<file path="config.mk">
export PLATFORM = sky130hd
export DESIGN_NAME = hs_channel_monitor
export DESIGN_NICKNAME = d
export VERILOG_FILES = /design/src/rtl/hsm_pkg.sv /design/src/rtl/hsm_history.sv /design/src/rtl/hsm_stall_timer.sv /design/src/rtl/hsm_sticky_bank.sv /design/src/rtl/hs_channel_monitor.sv
export SDC_FILE = /design/constraint.sdc
export NUM_CORES = 1
export LEC_CHECK = 0
export ABC_AREA = 1
export BUFFER_PORTS_ARGS = -buffer_cell sky130_fd_sc_hd__buf_2
export CORE_MARGIN = 2
export CORE_UTILIZATION = 25
export CTS_CLUSTER_DIAMETER = 30
export DETAILED_ROUTE_END_ITERATION = 6
export GPL_ROUTABILITY_DRIVEN = 0
export SLEW_MARGIN = 20
export SYNTH_ARGS = -nofsm -noshare
export SYNTH_HDL_FRONTEND = slang
export SYNTH_SLANG_ARGS = --single-unit
export TNS_END_PERCENT = 50
</file>
<file path="constraint.sdc">
create_clock -name clk -period 1.5 [get_ports clk]
set_clock_uncertainty 0.05 [all_clocks]
set_input_delay 0.3 -clock clk [delete_from_list [all_inputs] [get_ports clk]]
set_output_delay 0.3 -clock clk [all_outputs]
set_load 0.05 [all_outputs]
</file>
<file path="src/rtl/hsm_pkg.sv">
package hsm_pkg;

  typedef enum int unsigned {
    RULE_VALID = 0,
    RULE_READY = 1,
    RULE_HOLD  = 2,
    RULE_STALL = 3
  } rule_e;

  localparam int unsigned NUM_RULES = 4;

  // A strobe lowered in this cycle, while the previous cycle was not a transfer.
  function automatic logic early_drop(input logic prev_self, input logic prev_other,
                                      input logic cur_self);
    return prev_self && !cur_self && !prev_other;
  endfunction

  // The word moved while the previous cycle stalled.
  function automatic logic hold_broken(input logic prev_vld, input logic prev_rdy,
                                       input logic words_differ);
    return prev_vld && !prev_rdy && words_differ;
  endfunction

  // Next stall count: it clears when there is no stall and saturates at the limit.
  function automatic int unsigned stall_step(input int unsigned cnt, input logic stall,
                                             input int unsigned limit);
    if (!stall)          return 0;
    else if (cnt >= limit) return limit;
    else                 return cnt + 1;
  endfunction

endpackage

</file>
<file path="src/rtl/hsm_history.sv">
module hsm_history #(
  parameter int DATA_W = 32
) (
  input  logic              clk,
  input  logic              rst,
  input  logic              cur_vld,
  input  logic              cur_rdy,
  input  logic [DATA_W-1:0] cur_dat,
  output logic              prev_vld,
  output logic              prev_rdy,
  output logic [DATA_W-1:0] prev_dat,
  output logic              hist_ok
);

  always_ff @(posedge clk) begin
    if (rst) begin
      prev_vld <= 1'b0;
      prev_rdy <= 1'b0;
      prev_dat <= '0;
      hist_ok  <= 1'b0;
    end else begin
      prev_vld <= cur_vld;
      prev_rdy <= cur_rdy;
      prev_dat <= cur_dat;
      hist_ok  <= 1'b1;
    end
  end

endmodule

</file>
<file path="src/rtl/hsm_stall_timer.sv">
module hsm_stall_timer #(
  parameter int STALL_LIMIT = 1000
) (
  input  logic clk,
  input  logic rst,
  input  logic stall,
  output logic limit_hit
);

  localparam int CNT_W = $clog2(STALL_LIMIT + 1);
  localparam logic [CNT_W-1:0] LIMIT_V = CNT_W'(STALL_LIMIT);

  logic [CNT_W-1:0] cnt_q;
  logic [CNT_W-1:0] cnt_d;

  always_comb begin
    cnt_d = CNT_W'(hsm_pkg::stall_step(32'(cnt_q), stall, 32'(STALL_LIMIT)));
  end

  always_ff @(posedge clk) begin
    if (rst) cnt_q <= '0;
    else     cnt_q <= cnt_d;
  end

  assign limit_hit = (cnt_q >= LIMIT_V);

endmodule

</file>
<file path="src/rtl/hsm_sticky_bank.sv">
module hsm_sticky_bank #(
  parameter int N = 4
) (
  input  logic         clk,
  input  logic         rst,
  input  logic [N-1:0] set_req,
  output logic [N-1:0] flags
);

  for (genvar g = 0; g < N; g++) begin : g_flag
    always_ff @(posedge clk) begin
      if (rst)             flags[g] <= 1'b0;
      else if (set_req[g]) flags[g] <= 1'b1;
    end
  end

endmodule

</file>
<file path="src/rtl/hs_channel_monitor.sv">
module hs_channel_monitor #(
  parameter int DATA_W      = 32,
  parameter int STALL_LIMIT = 1000
) (
  input  logic              clk,
  input  logic              rst,
  input  logic              src_valid,
  input  logic              snk_ready,
  input  logic [DATA_W-1:0] data,
  output logic              err_valid_drop,
  output logic              err_ready_drop,
  output logic              err_data_hold,
  output logic              err_stall_timeout,
  output logic              err_any
);

  import hsm_pkg::*;

  logic              prev_vld;
  logic              prev_rdy;
  logic [DATA_W-1:0] prev_dat;
  logic              hist_ok;

  hsm_history #(.DATA_W(DATA_W)) hist_i (
    .clk      (clk),
    .rst      (rst),
    .cur_vld  (src_valid),
    .cur_rdy  (snk_ready),
    .cur_dat  (data),
    .prev_vld (prev_vld),
    .prev_rdy (prev_rdy),
    .prev_dat (prev_dat),
    .hist_ok  (hist_ok)
  );

  // Named events, brought out for the checker
  logic stall_now;
  logic xfer_now;
  logic limit_hit;
  logic viol_valid;
  logic viol_ready;
  logic viol_hold;

  assign stall_now = src_valid && !snk_ready;
  assign xfer_now  = src_valid && snk_ready;

  assign viol_valid = hist_ok && early_drop(prev_vld, prev_rdy, src_valid);
  assign viol_ready = hist_ok && early_drop(prev_rdy, prev_vld, snk_ready);
  assign viol_hold  = hist_ok && hold_broken(prev_vld, prev_rdy, data != prev_dat);

  hsm_stall_timer #(.STALL_LIMIT(STALL_LIMIT)) timer_i (
    .clk       (clk),
    .rst       (rst),
    .stall     (stall_now),
    .limit_hit (limit_hit)
  );

  logic [NUM_RULES-1:0] set_req;
  logic [NUM_RULES-1:0] flags;

  always_comb begin
    set_req             = '0;
    set_req[RULE_VALID] = viol_valid;
    set_req[RULE_READY] = viol_ready;
    set_req[RULE_HOLD]  = viol_hold;
    set_req[RULE_STALL] = limit_hit;
  end

  hsm_sticky_bank #(.N(NUM_RULES)) flags_i (
    .clk     (clk),
    .rst     (rst),
    .set_req (set_req),
    .flags   (flags)
  );

  assign err_valid_drop    = flags[RULE_VALID];
  assign err_ready_drop    = flags[RULE_READY];
  assign err_data_hold     = flags[RULE_HOLD];
  assign err_stall_timeout = flags[RULE_STALL];
  assign err_any           = |flags;

endmodule

</file>
**Word level (Yosys, flattened, before mapping)**

Index checks and enable logic that the tools add are counted.
W data, S select, Z words.

- Register bits: 49
- Logic and storage cells: 34

- Add/sub/neg operators: 1
- Order comparisons: 2
- Equal/unequal tests: 1
- Mux-type cells: 2
- Bitwise gates (word level): 1
- Reductions and logical operators: 17

Operators with widths:

| kind | count |
|---|---|
| $ne A32 B32 Y1 | 1 |
| $ge A10 B10 Y1 const B | 2 |
| $add A10 B1 Y10 const B | 1 |
| $logic_and A1 B1 Y1 | 10 |
| $mux W10 | 1 |
| $logic_not A1 Y1 | 4 |
| $reduce_or A4 Y1 | 1 |
| $reduce_or A3 Y1 | 1 |
| $reduce_or A2 Y1 | 1 |
| $mux W1 | 1 |
| $not A1 Y1 | 1 |

**Logic depth before layout (Yosys ltp)**

- Depth after elaboration: 4
- Depth in mapped cells: 10
- Depth with buffers taken out: 10

**Cells and area by module**

A second synthesis with hierarchy kept.

- Cells, all modules: 371
- Area total of the unflattened synthesis: 2337.2 um^2

By module, submodules not included:

| module | instances | cells each | area an instance (um^2) | seq. area each (um^2) |
|---|---|---|---|---|
| hsm_history | 1 | 108 | 1009.7 | 700.7 |
| hs_channel_monitor | 1 | 176 | 684.4 | 0.0 |
| hsm_stall_timer | 1 | 75 | 533.0 | 200.2 |
| hsm_sticky_bank | 1 | 12 | 110.1 | 80.1 |

**Worst setup path before layout**

Ideal clock, no wire load.

- Kind: reg-to-output
- From: reg flags_i.flags[0]
- To: out err_any
- Data arrival time: 1.156 ns
- Slack: -0.006 ns
- Stages on the path, launching flop included: 3
- Buffers on the path: 0
- Cells stage by stage: dfxtp_1 > inv_1 > nand4_1

- Longest elaborated chain between the ends: 1

Ends and longest elaborated chain:

| element | line | source |
|---|---|---|
| start, declared | hsm_sticky_bank.sv:7 | `output logic [N-1:0] flags` |
| start signal, assigned by index | hsm_sticky_bank.sv:12 | `if (rst) flags[g] <= 1'b0;` |
| start signal, assigned by index | hsm_sticky_bank.sv:13 | `else if (set_req[g]) flags[g] <= 1'b1;` |
| $reduce_or A4 Y1 | hs_channel_monitor.sv:80 | `assign err_any = \|flags;` |
| end, declared | hs_channel_monitor.sv:14 | `output logic err_any` |

No other way between the ends.

**Worst setup path after layout**

- From: reg flags_i.flags[3]
- To: out err_any

The elaborated chain is that of the path after synthesis.

==> qor.tcl <==
set qor(postSynthCellCount) 280
set qor(critPathSlowestCell) {sky130_fd_sc_hd__dfxtp_2}
set qor(finalSetupViolations) 0
set qor(finalHoldWorstSlack_ns) 0.116
set qor(clock_tree_from_tritoncts) {built}
set qor(finalWirelength_um) 3740
set qor(antenna_cells) 0
set qor(r2r_cells) 9
set qor(avgSynthCellArea_um2) 7.30
set qor(worstPathRequired_ns) 1.15
set qor(path_depth) 3
set qor(switching_share) 0.233
set qor(kind_of_critical_path) {register to primary output}
set qor(timing.final.crit_period_ns) 1.44
set qor(design.portCount) 41
set qor(path_buf_inv) 2
set qor(synth.yosys.warnings) 0
set qor(placedInstanceArea_mm2) 0.00237
set qor(ys_seq_elements) 49
set qor(holdBufCountCts) 0
set qor(cpLargestDelayFamily) {flip-flops}
set qor(core_area_mm2) 0.00781
set qor(grt_setup_unrepaired) {true}
set qor(yosysUniqueCellTypes) 22
set qor(final_hold_viol_count) 0
set qor(tightest_slew_margin_relative_to_the_limit) 0.730
set qor(grt_overflow_total) 0
set qor(intPower_w) 0.00202
set qor(final_max_slew_viol_count) 0
set qor(timing.max_cap.violations) 0
set qor(clock_tree.htree_level_count) 2
set qor(min_path_cells) 2
set qor(period_share) 0.958
set qor(status) {finished, final reports clean}
set qor(floorplan.initialDensity) 0.262
set qor(postSynthNetCount) 318
set qor(hp-class) {input port to register}
set qor(grt_antenna_before_repair) 0
set qor(postCtsSetupBuffers) 0
set qor(post-dp-hpwl_um) 2880
set qor(power.share.sequential) 0.524
set qor(worst_setup_hold_path_clk_slew_ns) 0.09
set qor(post_drt_via_cell_ratio) 3.82
set qor(share_clk_of_total_power) 0.375
set qor(max-vdd-ir-drop_mv) 0.386
set qor(syn2layout_area_growth_pct) 22.1
set qor(global_route_wire_length_before_repair_um) 6260
set qor(worstSetupEndpointType) {primary output}
set qor(die_width_um) 94.4
set qor(syn_area_mm2) 0.00204
set qor(yosysSeqAreaShare) 0.480
set qor(ctsResizeCount) 0
set qor(mostFrequentLayoutCells) {sky130_fd_sc_hd__nand2_1 (64), sky130_fd_sc_hd__inv_1 (58), sky130_fd_sc_hd__nor2_1 (57)}
set qor(cts_sinks) 49
set qor(detail-route-antenna-nets) 0
set qor(cts.path.max_buffers) 2
set qor(power_density_relative_to_cell_area_mw_per_mm2) 1050
set qor(dr_drc_count) 0
set qor(postLayoutCellArea_mm2) 0.00249
set qor(power.share.combinational) 0.101
set qor(fin_nets) 363
set qor(row_count) 32
set qor(post_route_cells_drive_above_1_share) 0.187
set qor(grt_max_degree) 39
set qor(actual_slew_at_the_worst_max_slew_pin_ns) 0.405
set qor(timing.critical_path.fanout_max) 2
set qor(mostFrequentLayoutCell) {sky130_fd_sc_hd__nand2_1}
set qor(longest_individual_stage_delay_on_the_worst_path_ns) 0.34
set qor(num_vias) 1636
set qor(fmax_ghz) 0.696
set qor(root_buffer_selected_by_cts) {sky130_fd_sc_hd__clkbuf_8}
set qor(via_count_of_the_first_global_routing_pass) 1524
set qor(dr.pass1.iters) 4
set qor(power.static_leakage_nw) 1.23
set qor(switching_power_w) 0.000612
set qor(start_kind) {register}
set qor(numPortBuffers) 40
set qor(path_cells) {inv_1 > nand4_1 > buf_2}
set qor(num_cts_buffers) 5
set qor(chipHeight_um) 94.4
set qor(power_total_w) 0.00263
set qor(first_iter_violations) 42
set qor(routed_wire_length_per_instance_um) 8.73
set qor(clkLatencyLatePin_ns) 0.30
set qor(floorplan.die_area_mm2) 0.00891
set qor(post-route-util) 0.320
set qor(worst-endpoint-arrival_ns) 1.09
set qor(grt_usage) 0.0894
[worst reg2reg max path: stages, from the launching register on]
cell and delay (ns):
sky130_fd_sc_hd__dfxtp_2 0.36, sky130_fd_sc_hd__ha_1 0.18, sky130_fd_sc_hd__nand2_2 0.07, sky130_fd_sc_hd__nor3_2 0.17, sky130_fd_sc_hd__and2_1 0.16, sky130_fd_sc_hd__nand2_1 0.07, sky130_fd_sc_hd__nand2_1 0.06, sky130_fd_sc_hd__nand2_1 0.04
sky130_fd_sc_hd__o21ai_1 0.12, sky130_fd_sc_hd__inv_1 0.04
[final timing paths]
kind,start,endpoint,slack (ns)
max,flags_i.flags[3],err_any,0.06
min,rst,hist_i.prev_vld,0.12
max reg2reg,timer_i.cnt_q[1],timer_i.cnt_q[8],0.09
min reg2reg,flags_i.flags[0],flags_i.flags[0],0.44
[flip-flops by register name, summed over array words and instances (netlist names)]
register         cells
hist_i.prev_vld      1
hist_i.prev_dat     32
flags_i.flags        4
hist_i.hist_ok       1
timer_i.cnt_q       10
hist_i.prev_rdy      1
[routing by layer]
layer  vias up  part of all wire  global-route usage
met5         -                 0                   0
met2        34              0.46               0.152
met1       707              0.47               0.104
met3         6             0.059              0.0255
li1        889                 -                   -
met4         0             0.014              0.0399
[cell families (layout without fill, tap and decap cells)]
logic type      Yosys count  count (layout)  synth area share
simple gates            131             131             0.257
buf+inv                  63             109             0.116
flops                    49              49             0.480
xor+xnor                 24              24             0.103
compound gates           11              11            0.0318
fa+ha+maj                 2               2            0.0122
[cell type report]
cell class	instances	area (µm²)
Fill cell	871	5310
Sequential cell	49	986
Multi-Input combinational cell	168	825
Inverter	59	221
Timing Repair Buffer	42	215
Tap cell	102	128
Clock buffer	6	82.6
Clock inverter	2	37.5
[power groups by stage]
stage	combinational (W)	clock, W	sequential, W
final	0.000266	0.000987	0.00138
after global routing	0.000310	0.00107	0.00139
after CTS	0.000273	0.00104	0.00138
after detailed placement	0.000272	0	0.00141
after global placement	0.000267	0	0.00141
after floorplan	0.000165	0	0.00142
[cells in the mapped netlist, drive strengths merged]
library cell,n,share of area
inv,59,0.11
o21ai,3,0.0073
nand3,2,0.0049
buf,3,0.0061
nand4,2,0.0061
and2,1,0.0031
a31oi,2,0.0061
clkbuf,1,0.0018
dfxtp,49,0.48
ha,2,0.012
nor3,1,0.0049
o211ai,1,0.0061
nand2,66,0.12
a21oi,5,0.012
xnor2,24,0.10
nor3b,1,0.0061
nor2,58,0.11
[per-stage QoR]
stage	setup slack [ns]	std cells	TNS, ns
CTS	0.0414	428	0
global placement	0.0967	420	0
finish	0.0635	428	0
floorplan	0.0327	280	0
detailed placement	0.0529	420	0
global route	-0.0272	428	-0.0538
No activity file was read; power rests on OpenSTA's default activity.
